<file path="src/rtl/ser_status_pkg.sv">
package ser_status_pkg;
  localparam int STATUS_W  = 8;
  localparam int MODEM_W   = 2;   // index 0 carrier detect, index 1 data-set ready

  localparam int B_TXRDY   = 0;
  localparam int B_RXRDY   = 1;
  localparam int B_ATTN    = 2;
  localparam int B_PARITY  = 3;
  localparam int B_OVERRUN = 4;
  localparam int B_FRAME   = 5;
  localparam int B_DCD     = 6;
  localparam int B_DSR     = 7;

  typedef enum logic [1:0] {
    LOOP_NONE   = 2'b00,
    LOOP_ECHO   = 2'b01,
    LOOP_LOCAL  = 2'b10,
    LOOP_REMOTE = 2'b11
  } loopMode_e;

  // strobes handed from control to datapath, valid for one cycle
  typedef struct packed {
    logic txAllow;   // transmit ready may be shown
    logic holdLoad;
    logic holdXfer;
    logic txDone;
    logic rxAccept;  // character accepted by an enabled receiver
    logic rxFlush;   // receiver disabled
    logic rhrRead;
    logic parSet;
    logic frmSet;
    logic errClr;
    logic chgSet;
    logic chgClr;
    logic pinMask;   // hold the ready pins inactive
  } statStrobe_t;
endpackage

</file>
<file path="src/rtl/ser_status_ctrl.sv">
module ser_status_ctrl
  import ser_status_pkg::*;
#(
  parameter int SYNC_STAGES = 2
) (
  input  logic               clk,
  input  logic               rstN,
  input  logic               txEnable,
  input  logic               rxEnable,
  input  logic [1:0]         loopMode,
  input  logic               asyncMode,
  input  logic               parityEnable,
  input  logic               thrLoad,
  input  logic               thrXfer,
  input  logic               txDone,
  input  logic               rxCharDone,
  input  logic               rxParityErr,
  input  logic               rxFrameErr,
  input  logic               rhrRead,
  input  logic               statusRead,
  input  logic               errReset,
  input  logic [MODEM_W-1:0] modemPinN,
  output statStrobe_t        strb,
  output logic [MODEM_W-1:0] modemActive
);
  localparam int LAST_STAGE = SYNC_STAGES - 1;

  logic [MODEM_W-1:0] syncQ [SYNC_STAGES];
  logic [MODEM_W-1:0] prevLvl;
  logic [MODEM_W-1:0] modemLvl;
  logic               echoLike;
  logic               rxAccept;

  always_ff @(posedge clk or negedge rstN) begin
    if (!rstN) begin
      for (int i = 0; i < SYNC_STAGES; i++) syncQ[i] <= '1;
      prevLvl <= '1;
    end else begin
      syncQ[0] <= modemPinN;
      for (int i = 1; i < SYNC_STAGES; i++) syncQ[i] <= syncQ[i-1];
      prevLvl <= modemLvl;
    end
  end

  assign modemLvl    = syncQ[LAST_STAGE];
  assign modemActive = ~modemLvl;

  assign echoLike = (loopMode_e'(loopMode) == LOOP_ECHO) ||
                    (loopMode_e'(loopMode) == LOOP_REMOTE);
  assign rxAccept = rxCharDone & rxEnable;

  always_comb begin
    strb          = '0;
    strb.txAllow  = txEnable & ~echoLike;
    strb.holdLoad = thrLoad;
    strb.holdXfer = thrXfer;
    strb.txDone   = txDone;
    strb.rxAccept = rxAccept;
    strb.rxFlush  = ~rxEnable;
    strb.rhrRead  = rhrRead;
    strb.parSet   = rxAccept & asyncMode & parityEnable & rxParityErr;
    strb.frmSet   = rxAccept & asyncMode & rxFrameErr;
    strb.errClr   = errReset | ~rxEnable;
    strb.chgSet   = (|(modemLvl ^ prevLvl)) & (txEnable | rxEnable);
    strb.chgClr   = statusRead;
    strb.pinMask  = echoLike;
  end

  // a change strobe needs the synchronized level to have moved since last cycle
  AST_CHG_NEEDS_MOVE: assert property (@(posedge clk) disable iff (!rstN)
    strb.chgSet |=> (prevLvl != $past(prevLvl))) else $error("change without move");
endmodule

</file>
<file path="src/rtl/ser_status_dp.sv">
module ser_status_dp
  import ser_status_pkg::*;
(
  input  logic                clk,
  input  logic                rstN,
  input  statStrobe_t         strb,
  input  logic [MODEM_W-1:0]  modemActive,
  output logic [STATUS_W-1:0] status,
  output logic                txRdyN,
  output logic                rxRdyN,
  output logic                txEmtN
);
  logic holdFull, holdNext;
  logic txRdyQ, rxRdyQ, emptyQ, chgQ, parQ, ovrQ, frmQ;

  assign holdNext = strb.holdLoad | (holdFull & ~strb.holdXfer);

  always_ff @(posedge clk or negedge rstN) begin
    if (!rstN) begin
      holdFull <= 1'b0;
      txRdyQ   <= 1'b0;
      rxRdyQ   <= 1'b0;
      emptyQ   <= 1'b0;
      chgQ     <= 1'b0;
      parQ     <= 1'b0;
      ovrQ     <= 1'b0;
      frmQ     <= 1'b0;
    end else begin
      holdFull <= holdNext;
      txRdyQ   <= strb.txAllow & ~holdNext;

      if (strb.rxFlush)       rxRdyQ <= 1'b0;
      else if (strb.rxAccept) rxRdyQ <= 1'b1;
      else if (strb.rhrRead)  rxRdyQ <= 1'b0;

      if (strb.holdLoad)                     emptyQ <= 1'b0;
      else if (strb.txDone && !holdFull)     emptyQ <= 1'b1;

      if (strb.chgSet)      chgQ <= 1'b1;
      else if (strb.chgClr) chgQ <= 1'b0;

      if (strb.errClr) begin
        parQ <= 1'b0;
        ovrQ <= 1'b0;
        frmQ <= 1'b0;
      end else begin
        if (strb.parSet) parQ <= 1'b1;
        if (strb.frmSet) frmQ <= 1'b1;
        if (strb.rxAccept && rxRdyQ && !strb.rhrRead) ovrQ <= 1'b1;
      end
    end
  end

  always_comb begin
    status            = '0;
    status[B_TXRDY]   = txRdyQ;
    status[B_RXRDY]   = rxRdyQ;
    status[B_ATTN]    = emptyQ | chgQ;
    status[B_PARITY]  = parQ;
    status[B_OVERRUN] = ovrQ;
    status[B_FRAME]   = frmQ;
    status[B_DCD]     = modemActive[0];
    status[B_DSR]     = modemActive[1];
  end

  assign txRdyN = ~txRdyQ | strb.pinMask;
  assign rxRdyN = ~rxRdyQ | strb.pinMask;
  assign txEmtN = ~(emptyQ | chgQ) | strb.pinMask;

  AST_TXRDY_NOT_WHEN_FULL: assert property (@(posedge clk) disable iff (!rstN)
    holdFull |-> !status[B_TXRDY]) else $error("ready with full holding");
  AST_TXRDY_SUPPRESSED: assert property (@(posedge clk) disable iff (!rstN)
    !strb.txAllow |=> !status[B_TXRDY]) else $error("ready while suppressed");
  AST_RXRDY_FLUSH: assert property (@(posedge clk) disable iff (!rstN)
    strb.rxFlush |=> !status[B_RXRDY]) else $error("rx ready after disable");
  AST_NO_OVERRUN_WITHOUT_FULL: assert property (@(posedge clk) disable iff (!rstN)
    $rose(status[B_OVERRUN]) |-> $past(status[B_RXRDY])) else $error("overrun with empty holding");
  AST_ERR_CLEAR: assert property (@(posedge clk) disable iff (!rstN)
    strb.errClr |=> (status[B_FRAME:B_PARITY] == 3'b000)) else $error("errors survive clear");
endmodule

</file>
<file path="src/rtl/ser_status.sv">
module ser_status
  import ser_status_pkg::*;
#(
  parameter int SYNC_STAGES = 2
) (
  input  logic       clk,
  input  logic       rstN,
  input  logic       txEnable,
  input  logic       rxEnable,
  input  logic [1:0] loopMode,
  input  logic       asyncMode,
  input  logic       parityEnable,
  input  logic       thrLoad,
  input  logic       thrXfer,
  input  logic       txDone,
  input  logic       rxCharDone,
  input  logic       rxParityErr,
  input  logic       rxFrameErr,
  input  logic       rhrRead,
  input  logic       statusRead,
  input  logic       errReset,
  input  logic       dcdN,
  input  logic       dsrN,
  output logic [7:0] status,
  output logic       txRdyN,
  output logic       rxRdyN,
  output logic       txEmtN
);
  statStrobe_t        strb;
  logic [MODEM_W-1:0] modemActive;

  ser_status_ctrl #(.SYNC_STAGES(SYNC_STAGES)) u_ctrl (
    .clk(clk), .rstN(rstN), .txEnable(txEnable), .rxEnable(rxEnable),
    .loopMode(loopMode), .asyncMode(asyncMode), .parityEnable(parityEnable),
    .thrLoad(thrLoad), .thrXfer(thrXfer), .txDone(txDone),
    .rxCharDone(rxCharDone), .rxParityErr(rxParityErr), .rxFrameErr(rxFrameErr),
    .rhrRead(rhrRead), .statusRead(statusRead), .errReset(errReset),
    .modemPinN({dsrN, dcdN}), .strb(strb), .modemActive(modemActive)
  );

  ser_status_dp u_dp (
    .clk(clk), .rstN(rstN), .strb(strb), .modemActive(modemActive),
    .status(status), .txRdyN(txRdyN), .rxRdyN(rxRdyN), .txEmtN(txEmtN)
  );
endmodule

</file>
<file path="config.mk">
export PLATFORM = sky130hd
export DESIGN_NAME = ser_status
export DESIGN_NICKNAME = d
export VERILOG_FILES = /design/src/rtl/ser_status_pkg.sv /design/src/rtl/ser_status_ctrl.sv /design/src/rtl/ser_status_dp.sv /design/src/rtl/ser_status.sv
export SDC_FILE = /design/constraint.sdc
export NUM_CORES = 1
export LEC_CHECK = 0
export BUFFER_PORTS_ARGS = -buffer_cell sky130_fd_sc_hd__buf_4
export CAP_MARGIN = 20
export CORE_MARGIN = 2
export CORE_UTILIZATION = 48
export DETAILED_ROUTE_END_ITERATION = 12
export PLACE_DENSITY = 0.86
export SYNTH_ARGS = -nofsm -noshare
export SYNTH_HDL_FRONTEND = slang
export SYNTH_HIERARCHICAL = 1
export SYNTH_SLANG_ARGS = --single-unit
</file>
<file path="constraint.sdc">
create_clock -name clk -period 1.8 [get_ports clk]
set_input_delay 0.09 -clock clk [delete_from_list [all_inputs] [get_ports clk]]
set_output_delay 0.09 -clock clk [all_outputs]
set_load 0.005 [all_outputs]
</file>
# After elaboration in Yosys (flattened, before gate mapping)
# Index checks and enable logic that the tools add are counted.
# W data, S select, Z words.
# word_totals
ff_bits	14
input_bits	19
output_inout_bits	11
word_cells	64
# op_classes
n_eq_ne	3
mux	13
bitwise	25
n_reduce_logical	12
# ops
op	n
$mux W1	13
$reduce_bool A2 Y1	5
$and A1 B1 Y1	9
$not A1 Y1	7
$or A1 B1 Y1	7
$logic_and A1 B1 Y1	3
$ne A3 B1 Y1 const B	1
$eq A2 B1 Y1 const B	1
$eq A2 B2 Y1 const B	1
$logic_not A1 Y1	2
$not A2 Y2	1
$reduce_or A2 Y1	1
$xor A2 B2 Y2	1
$logic_or A1 B1 Y1	1

# Depth between registers and ports, before layout
# Gate-level depths: netlist of the first run.
# logic_depth
depth_word	6
ltp_mapped	4
depth_no_buf	4

# Modules after synthesis
# The synthesis of the first run kept the hierarchy.
# by_module_without_submodules
module	instances	cells_each	area_per_inst_um2
ser_status_dp	1	37	387.9
ser_status_ctrl	1	26	290.3

# Least setup slack after synthesis of the first run
# OpenSTA, ideal clock, no wires.
# synth_timing
path_kind	flip-flop to flip-flop
from	reg u_ctrl.syncQ, in the netlist u_ctrl/modemLvl[0]
to	reg u_dp.chgQ
arrival_ns	0.842
required_time_ns	1.682
path_slack_ns	0.840
path_stages_with_launch	4
n_path_buf	0
synth_period_minus_slack_ns	0.960
path_cell_list	dfstp_2 > xnor2_1 > a21oi_1 > a21o_1
# synth_rtl
element	line	source
start: declaration	ser_status_ctrl.sv:28	logic [MODEM_W-1:0] syncQ [SYNC_STAGES];
end signal: assignment	ser_status_dp.sv:24	chgQ <= 1'b0;
end signal: assignment	ser_status_dp.sv:39	if (strb.chgSet) chgQ <= 1'b1;
end signal: assignment	ser_status_dp.sv:40	else if (strb.chgClr) chgQ <= 1'b0;
end: declaration	ser_status_dp.sv:14	logic txRdyQ, rxRdyQ, emptyQ, chgQ, parQ, ovrQ, frmQ;

# Worst setup path after layout of the first run
# layout_timing
from	reg u_dp.emptyQ
to	out txEmtN
# layout_between
elab_chain_cells	3
# layout_rtl
element	line	source
start: declaration	ser_status_dp.sv:14	
start signal: assignment	ser_status_dp.sv:23	emptyQ <= 1'b0;
start signal: assignment	ser_status_dp.sv:36	if (strb.holdLoad) emptyQ <= 1'b0;
start signal: assignment	ser_status_dp.sv:37	else if (strb.txDone && !holdFull) emptyQ <= 1'b1;
$or A1 B1 Y1	ser_status_dp.sv:68	assign txEmtN = ~(emptyQ | chgQ) | strb.pinMask;
$not A1 Y1	ser_status_dp.sv:68	
$or A1 B1 Y1	ser_status_dp.sv:68	
end: declaration	ser_status.sv:27	output logic txEmtN
# No other way between the ends.

==> flow_summary_export.csv, run 1 <==
group,metric,value,unit
timing,relSlewSlack,88.25,%
floorplanning,core.rowCount,13,
critical_path,cp_top_family,"flip-flops",
placed_design,io_buffers,28,
drt,firstDrtPassIters,2,
grt,grt_pass1_vias,432,
clock_tree,cts_buffers,3,
timing,min_period,1155,ps
critical_path,cp_slowest_cell,"dfrtp_1",
finish,multi_input_area,181.4,µm²
critical_path,cp-start-kind,"register",
drt,wl_per_cell,10.13,µm
critical_path,endpoint_kind,"output port",
pwr,power_density,743.6,nW/µm²
timing,finalCritPeriodShare,64.18,%
synthesis,ys_types,20,
grt,grt_start_max_net_pins,15,
grt,grt-ovfl-total,0,
clock_tree,clkLatencyLatePin,270,ps
synthesis,ys_seq_area_share,52.77,%
critical_path,required,1710,ps
floorplanning,die-area,1729,µm²
drt,vias,439,
critical_path,cp.arrival,1070,ps
critical_path,worstSetupPathType,"register to output port",
hold_path,worstHoldPathType,"input pin to register",
synthesis,netlist.area_leader.share,29.52,%
timing,drv_slew,0,
finish,layout_common_cells,"28 x buf_4, 8 x inv_1, 8 x dfrtp_1, 6 x dfstp_2, 5 x nor2_1",
synthesis,ys_ff_latch,14,
synthesis,synth.largest_area_cell,"dfrtp_1",
pwr,finalPower,0.0006503,W
timing,hold_ws,52.58,ps
clock_tree,ctsResizeCount,0,
placed_design,place_congestion,0.6729,
clock_tree,cts_setup_buffers,0,
timing,tns,0,ps
flow_run,drv_cap,0,
grt,grt_use_total,14.25,%
pwr,power_leakage,0.4416,nW
drt,ant_nets,0,
timing,hold_violations,0,
timing,finalSetupViolCount,0,
clock_tree,cts_tree,"built",
floorplanning,start_util,51.47,%
clock_tree,clk_path_buf_depth,2,
grt,grt_pass1_wl,1821,µm
critical_path,path_max_fanout,2,
synthesis,synth_fp_nets,82,
drt,drt-vias-per-instance,4.434,
finish,fillers,119,
finish,drive_gt1_share,52.38,%
drt,drtIter0Drc,2,
finish,seq_area,357.8,µm²
timing,fmaxAchievable,865.6,MHz
clock_tree,root_buffer,"clkbuf_4",
timing,skew,3.414,ps
finish,layout.nets,104,
drt,drc,0,
synthesis,ys_top_cells_by_area,"dfrtp_1 30%, dfstp_2 23%, buf_4 15%",
floorplanning,dieWidth,41.59,µm
critical_path,crit_buf_inv,1,
placed_design,dp_hpwl,798.2,µm
finish,final_common_cell,"buf_4",
finish,num_antenna_cells,0,
synthesis,synthCells,63,
synthesis,syn_area,678.2,µm²
pwr,vdd_drop_max,0.0004869,V
finish,syn_to_final_growth,28.97,%
clock_tree,cts.sinks,14,
timing,rsz0062_at_grt,"false",
drt,wirelength,1003,µm
floorplanning,die_h,41.59,µm
floorplanning,io_pins,30,
clock_tree,path_clk_slew,80,ps
floorplanning,core,1318,µm²
clock_tree,htreeDepth,1,
synthesis,synth.avg_cell_area,10.76,µm²
synthesis,ys_warn_count,6,
grt,antenna_found_initial,0,
timing,tightest_slew,175.2,ps
run_status,status,"finished clean",
critical_path,slowest_delay,390,ps
critical_path,worstPathCellList,"or2_4 -> nand2b_2 -> buf_4",
-- cells in the mapped netlist, drive strengths merged --
library cell / number
a211oi: 1
a21o: 2
a21oi: 3
and2: 1
and3: 1
and4: 1
buf: 14
clkbuf: 1
dfrtp: 8
dfstp: 6
inv: 8
nand2b: 6
nor2: 5
nor2b: 1
o31ai: 1
or2: 1
or2b: 1
xnor2: 2
-- metrics by stage --
stage	area, µm²	util [%]	worst slack [ps]	instances
after floorplan	678.2	-	840.3	63
after global placement	798.3	60.59	817.1	91
after detailed placement	798.3	60.59	797.9	91
after CTS	874.6	66.38	630.0	99
after global routing	874.6	66.38	593.9	99
final	874.6	66.38	644.8	99
-- routing by layer --
layer	track usage, %	part of all wire [%]	vias up
met5	0	0	-
met4	7.742	1.1	0
met3	5.217	9.9	2
met2	25.00	53	22
met1	14.45	36	192
li1	-	-	223
-- final timing paths --
path	from	end	slack (ps)	cells after the start
max	u_dp/emptyQ	txEmtN	640	3
min in group asynchronous	rstN	u_dp/frmQ	220	2
min	rxEnable	u_dp/rxRdyQ	50	3
max in group asynchronous	rstN	u_ctrl/prevLvl[1]	1350	2
min reg2reg	u_ctrl/syncQ[3]	u_ctrl/modemLvl[1]	360	0
max reg2reg	u_ctrl/modemLvl[0]	u_dp/chgQ	790	3
-- worst min-delay path, delay by kind of cell --
family / cells / cell delay (ps)
compound gates: 1 / 30
buf+inv: 2 / 160
-- logic make-up (layout without fill, tap and decap cells) --
kind of cell / after synthesis / count (layout) / synth area share, %
flip-flops: 14 / 14 / 52.77
XOR/XNOR: 2 / 2 / 2.583
AND/OR/NAND/NOR: 17 / 17 / 16.79
buffers and inverters: 23 / 44 / 20.48
AO/OA/AOI/OAI: 7 / 7 / 7.379
-- area by class of cell --
type,count,area share (%)
repair buffers,32,28.61
clock buffers,4,4.149
inverters,8,3.433
multi-input cells,26,20.74
flip-flops and latches,14,40.92
well taps,15,2.146
-- registers in the layout (all words and copies together) (netlist names) --
signal,cells
u_dp/ovrQ,1
u_ctrl/syncQ,2
u_dp/rxRdyQ,1
u_dp/holdFull,1
u_dp/frmQ,1
u_dp/emptyQ,1
u_dp/parQ,1
u_ctrl/modemLvl,2
u_ctrl/prevLvl,2
u_dp/chgQ,1
u_dp/txRdyQ,1
-- power by group --
| group | total [W] | internal (W) | leakage, nW | switching [W] |
|---|---|---|---|---|
| clock network | 0.000212 | 0.000123 | 0.0210 | 0.0000898 |
| registers | 0.000344 | 0.000335 | 0.166 | 0.00000907 |
| logic | 0.0000941 | 0.0000620 | 0.254 | 0.0000321 |
| total | 0.000650 | 0.000519 | 0.442 | 0.000131 |
-- timing repair --
| item | CTS | global route |
|---|---|---|
| endpoints found under the hold margin | 18 | 0 |
| hold buffers | 4 | 0 |
| endpoints found under the setup margin | 0 | 0 |
Power figures use the tool's default switching activity.
==> run 2: changes to the inputs <==
--- a/config.mk
+++ b/config.mk
@@ -5,12 +5,13 @@
 export SDC_FILE = /design/constraint.sdc
 export NUM_CORES = 1
 export LEC_CHECK = 0
+export ABC_AREA = 1
 export BUFFER_PORTS_ARGS = -buffer_cell sky130_fd_sc_hd__buf_4
 export CAP_MARGIN = 20
 export CORE_MARGIN = 2
-export CORE_UTILIZATION = 48
+export CORE_UTILIZATION = 40
 export DETAILED_ROUTE_END_ITERATION = 12
-export PLACE_DENSITY = 0.86
+export PLACE_DENSITY = 0.77
 export SYNTH_ARGS = -nofsm -noshare
 export SYNTH_HDL_FRONTEND = slang
 export SYNTH_HIERARCHICAL = 1
==> constraint.sdc (replaced) <==
create_clock -name clk -period 1.05 [get_ports clk]
set_input_delay 0.0525 -clock clk [delete_from_list [all_inputs] [get_ports clk]]
set_output_delay 0.0525 -clock clk [all_outputs]
set_load 0.005 [all_outputs]
==> run 2 against run 1 <==
  * Clock skew is 2.2 ps lower
  * Register-to-register slack got worse by 720 ps
  * Core utilization decreased by 8.4 points
  * Synthesized cell count up 21%
  * Largest cell class unchanged
  * Via count is 14% higher
  * Global-route usage fell by 0.56 points
==> flow_summary_export.csv, run 2 <==
group,metric,value,unit
flow_run,drv_cap,0,
synthesis,ys_warn_count,6,
pwr,power_density,1161,nW/µm²
placed_design,dp_hpwl,897.2,µm
critical_path,path_max_fanout,3,
finish,syn_to_final_growth,31.45,%
timing,min_period,1025,ps
finish,layout.nets,119,
finish,num_antenna_cells,0,
run_status,status,"finished clean",
finish,seq_area,357.8,µm²
grt,antenna_found_initial,0,
synthesis,synth.avg_cell_area,9.055,µm²
timing,tightest_slew,177.0,ps
critical_path,endpoint_kind,"output port",
synthesis,synth-edff-count,0,
grt,grt_pass1_wl,1973,µm
clock_tree,clkLatencyLatePin,270,ps
critical_path,cp.arrival,970,ps
grt,grt_pass1_vias,492,
critical_path,worstReg2RegStart,"u_ctrl/modemLvl[1]",
drt,wirelength,1172,µm
critical_path,worstRegToRegCells,5,
clock_tree,cts_tree,"built",
critical_path,rrSetupSlack,70,ps
floorplanning,die_h,45.48,µm
finish,final_util,58.03,%
timing,tns,0,ps
clock_tree,cts.sinks,14,
critical_path,rr_endpoint,"u_dp/chgQ",
drt,ant_nets,0,
clock_tree,htreeDepth,1,
grt,grt_use_total,13.68,%
finish,drive_gt1_share,53.06,%
grt,grt_start_max_net_pins,15,
finish,instances_no_fill,114,
grt,grt-ovfl-total,0,
finish,final_common_cell,"buf_4",
floorplanning,dieWidth,45.48,µm
finish,fillers,131,
clock_tree,clk_path_buf_depth,2,
finish,layout_common_cells,"26 x buf_4, 9 x inv_1, 9 x nor2_1, 9 x nand2_1, 8 x dfrtp_1",
synthesis,netlist.area_leader.share,29.09,%
synthesis,ys_types,16,
timing,fmaxAchievable,975.8,MHz
timing,finalCritPeriodShare,97.60,%
placed_design,place_area,809.5,µm²
critical_path,worstSetupPathType,"register to output port",
drt,drc,0,
timing,relSlewSlack,88.20,%
placed_design,place_congestion,0.6983,
synthesis,ys_top_cells_by_count,"14 x buf_4, 12 x inv_1, 11 x nand2_1",
pwr,power_leakage,0.4745,nW
placed_design,io_buffers,28,
hold_path,worstHoldPathType,"input pin to register",
synthesis,synthCells,76,
placed_design,dp.cells,105,
timing,hold_violations,0,
clock_tree,cts_buffers,3,
hold_path,hold-path-cell-count,4,
finish,stdcell_area,904.6,µm²
critical_path,cp-start-kind,"register",
floorplanning,core.rowCount,14,
hold_path,hold_start,"loopMode[0]",
pwr,finalPower,0.001050,W
synthesis,synth_fp_nets,95,
synthesis,syn_area,688.2,µm²
floorplanning,die-area,2068,µm²
finish,multi_input_area,170.2,µm²
synthesis,ys_seq_area_share,52.00,%
pwr,vdd_drop_max,0.0006160,V
floorplanning,start_util,44.14,%
timing,drv_slew,0,
drt,wl_per_cell,10.28,µm
hold_path,hold_end,"u_dp/txRdyQ",
synthesis,ys_ff_latch,14,
clock_tree,root_buffer,"clkbuf_4",
floorplanning,core,1559,µm²
drt,drt-vias-per-instance,4.395,
critical_path,required,1000,ps
timing,finalSetupViolCount,0,
synthesis,async_reset_ff_share,100.0,%
synthesis,ys_top_cells_by_area,"dfrtp_1 29%, dfstp_2 23%, buf_4 15%",
timing,rsz0062_at_grt,"true",
drt,vias,501,
floorplanning,io_pins,30,
drt,firstDrtPassIters,4,
timing,skew,1.220,ps
drt,drtIter0Drc,5,
synthesis,synthFlopType,"dfrtp_1",
clock_tree,path_clk_slew,80,ps
synthesis,synth.largest_area_cell,"dfrtp_1",
synthesis,synth_most_common_cell,"buf_4",
run 2: cell types whose count changed in the layout (fill, tap and decap cells not counted), sizes merged, moves of 2 or more:
cell	previous run	this run
dlygate4sd3	4	6
o21bai	0	2
a21o	2	0
nor2	5	10
nand2b	6	0
inv	8	15
nand2	0	14
xnor2	2	0
run 2: per-layer routing:
| metal | vias up | global-route usage [%] | share of wire [%] |
|---|---|---|---|
| met4 | 0 | 10.59 | 1.6 |
| met2 | 15 | 23.38 | 56 |
| li1 | 252 | - | - |
| met1 | 232 | 15.23 | 38 |
| met3 | 2 | 1.587 | 4.2 |
| met5 | - | 0 | 0 |
run 2: report_power, final:
group	switching, W	internal (W)
logic	0.0000732	0.000104
clock network	0.000153	0.000133
registers	0.0000139	0.000573
run 2: final cells by class:
cell class                 count  area share (%)
multi-input combinational     32           18.81
sequential                    14           39.56
timing repair buffer          34           30.71
tap                           16           2.213
clock buffer                   3           2.490
inverter                      15           6.224
run 2: worst max path at each step:
| stage | start | to |
|---|---|---|
| 5_1_grt | u_ctrl/modemLvl[1] | u_dp/chgQ |
| 2_1_floorplan | u_ctrl/modemLvl[0] | u_dp/chgQ |
| 3_5_place_dp | u_ctrl/modemLvl[0] | u_dp/chgQ |
| 4_1_cts | u_ctrl/modemLvl[1] | status[7] |
| 6_report | u_ctrl/modemLvl[0] | status[6] |
| 3_3_place_gp | u_ctrl/modemLvl[0] | u_dp/chgQ |
run 2: cells by family (layout without fill, tap and decap cells):
kind of cell / after synthesis / after routing / synth area share (%)
flops: 14 / 14 / 52.00
compound gates: 6 / 6 / 7.819
simple gates: 26 / 26 / 16.18
buf+inv: 30 / 52 / 24.00
run 2: timing repair:
action | in CTS | in global routing
hold endpoints to repair | 19 | 0
buffers inserted | 0 | 0
gates resized for setup | 2 | 5
pin swaps | 0 | 2
setup endpoints to repair | 2 | 4
hold buffers | 6 | 0
run 2: per-stage QoR:
| step | hold WS [ps] | setup slack, ps |
|---|---|---|
| after global routing | 30.07 | -11.94 |
| final | 22.37 | 25.15 |
| after floorplan | -243.1 | 105.0 |
| after global placement | -94.82 | 76.62 |
| after detailed placement | -92.99 | 70.79 |
| after CTS | 13.61 | 5.627 |
run 2: critical path, cell delays in order (launching register included):
cell	delay (ps)
dfstp_2	550
inv_2	50
buf_6	100
==> run 3: changes to the inputs <==
--- a/config.mk
+++ b/config.mk
@@ -9,9 +9,9 @@
 export BUFFER_PORTS_ARGS = -buffer_cell sky130_fd_sc_hd__buf_4
 export CAP_MARGIN = 20
 export CORE_MARGIN = 2
-export CORE_UTILIZATION = 40
+export CORE_UTILIZATION = 45
 export DETAILED_ROUTE_END_ITERATION = 12
-export PLACE_DENSITY = 0.77
+export PLACE_DENSITY = 0.81
 export SYNTH_ARGS = -nofsm -noshare
 export SYNTH_HDL_FRONTEND = slang
 export SYNTH_HIERARCHICAL = 1
==> constraint.sdc (replaced) <==
create_clock -name clk -period 1 [get_ports clk]
set_input_delay 0 -clock clk [delete_from_list [all_inputs] [get_ports clk]]
set_output_delay 0 -clock clk [all_outputs]
set_load 0.005 [all_outputs]
==> run 3 against run 2 <==
  * The flow now finishes with violations (setup timing)
  * Non-clock buffer count rose by 3
  * Highest routed layer unchanged
  * Sequential cell count unchanged
  * Sequential share of layout area shrank 1.5 points
  * Combinational power increased by 8%
==> flow_summary_export.csv, run 3 (same netlist as run 2, synthesis figures left out) <==
group,metric,value,unit
run_status,status,"finished with violations",
run_status,violations,"setup timing",
critical_path,rrSetupSlack,-6,ps
finish,drive_gt1_share,50.00,%
drt,vias,502,
drt,drt-vias-per-instance,4.254,
floorplanning,core.rowCount,14,
finish,syn_to_final_growth,36.55,%
grt,grt-ovfl-total,0,
drt,drtIter0Drc,5,
timing,relSlewSlack,88.96,%
drt,wl_per_cell,9.619,µm
finish,final_common_cell,"buf_4",
timing,setup_slack,-5.646,ps
floorplanning,io_pins,30,
finish,layout.nets,122,
timing,rsz0062_at_grt,"true",
critical_path,cp.arrival,1160,ps
critical_path,worstReg2RegStart,"u_ctrl/modemLvl[0]",
clock_tree,clkLatencyLatePin,270,ps
critical_path,endpoint_kind,"register",
clock_tree,clk_path_buf_depth,2,
placed_design,pre_cts_slack,4.466,ps
timing,fmaxAchievable,994.4,MHz
critical_path,required,1160,ps
hold_path,hold-path-cell-count,4,
finish,layout_common_cells,"27 x buf_4, 11 x nand2_1, 9 x dlygate4sd3_1, 9 x inv_1, 9 x nor2_1",
grt,grt_use_total,14.79,%
grt,grt_pass1_vias,468,
timing,tightest_slew,164.9,ps
clock_tree,root_buffer,"clkbuf_4",
critical_path,rr_endpoint,"u_dp/chgQ",
flow_run,drv_cap,0,
clock_tree,cts.sinks,14,
finish,fillers,133,
finish,final_util,63.86,%
clock_tree,path_clk_slew,80,ps
timing,skew,1.314,ps
drt,drc,0,
floorplanning,dieWidth,43.11,µm
timing,finalCritPeriodShare,100.6,%
hold_path,hold_start,"rhrRead",
grt,grt_pass1_wl,1966,µm
grt,antenna_found_initial,0,
finish,num_antenna_cells,0,
clock_tree,cts_tree,"built",
pwr,power_leakage,0.4917,nW
placed_design,place_congestion,0.7728,
drt,wirelength,1135,µm
timing,min_period,1006,ps
critical_path,cp-start-kind,"register",
drt,firstDrtPassIters,2,
floorplanning,core,1471,µm²
critical_path,worstRegToRegCells,4,
drt,ant_nets,0,
timing,tns,-5.646,ps
critical_path,path_max_fanout,3,
pwr,power_density,1267,nW/µm²
floorplanning,die-area,1858,µm²
floorplanning,die_h,43.11,µm
grt,grt_start_max_net_pins,15,
hold_path,hold_end,"u_dp/ovrQ",
timing,finalSetupViolCount,1,
placed_design,dp_hpwl,848.2,µm
placed_design,io_buffers,28,
floorplanning,start_util,46.77,%
timing,drv_slew,0,
hold_path,worstHoldPathType,"input pin to register",
clock_tree,htreeDepth,1,
critical_path,worstSetupPathType,"register to register",
timing,hold_violations,0,
clock_tree,cts_buffers,3,
pwr,vdd_drop_max,0.001238,V
[run 3: cell count changes in the layout (fill, tap and decap cells not counted)]
cell	previous run	this run
dlygate4sd3_1	6	9
nand2_1	9	11
nand2_2	5	3
buf_4	26	27
buf_6	2	1
clkbuf_8	0	1
[run 3: worst max-delay path: stages, from the launching register on]
cell and delay (ps):
dfstp_2 550, nand2_1 70, nand2_2 80, a21oi_2 50
o21bai_1 150
[run 3: cell type report]
class | count | area [µm²] | share of cell area [%]
Tap cell | 16 | 20.02 | 2.130
Sequential cell | 14 | 357.8 | 38.08
Multi-Input combinational cell | 32 | 165.2 | 17.58
Clock buffer | 4 | 36.28 | 3.862
Inverter | 15 | 56.30 | 5.992
Timing Repair Buffer | 37 | 304.0 | 32.36
[run 3: where the power goes]
part	leakage [nW]	switching, W	internal [W]
clock network	0.0210	0.000162	0.000221
logic	0.304	0.0000770	0.000115
registers	0.166	0.0000139	0.000601
total	0.492	0.000253	0.000938
[run 3: worst max-delay path by stage]
stage / to / startpoint / slack, ps
6_report: u_dp/chgQ / u_ctrl/modemLvl[0] / -6
5_1_grt: u_dp/chgQ / u_ctrl/modemLvl[1] / -50
4_1_cts: u_dp/chgQ / u_ctrl/modemLvl[0] / -9
3_5_place_dp: u_dp/chgQ / u_ctrl/modemLvl[0] / 4
3_3_place_gp: u_dp/chgQ / u_ctrl/modemLvl[1] / 30
2_1_floorplan: u_dp/chgQ / u_ctrl/modemLvl[0] / 50
[run 3: repair_timing]
action                                  in CTS  in global routing
endpoints found under the setup margin       2                  6
buffers inserted                             0                  0
endpoints found under the hold margin       21                  0
pin swaps                                    1                  0
hold buffers                                 9                  0
gates resized for setup                      1                  3
[run 3: layer usage]
metal | vias to the layer above | GRT usage, % | part of all wire, %
met1 | 229 | 16.48 | 41
met3 | 2 | 6.383 | 2.5
met4 | 0 | 7.273 | 1.9
met2 | 10 | 23.88 | 54
met5 | - | 0 | 0
li1 | 261 | - | -
[run 3: metrics by stage]
stage	hold slack (ps)	instance area (µm²)	power [W]	cells
finish	15.11	939.7	0.001191	118
global route	12.56	939.7	0.001267	118
CTS	7.103	935.9	0.001209	118
detailed placement	-146.9	809.5	0.0007876	105
global placement	-146.6	809.5	0.0007830	105
floorplan	-295.6	688.2	0.0007184	76
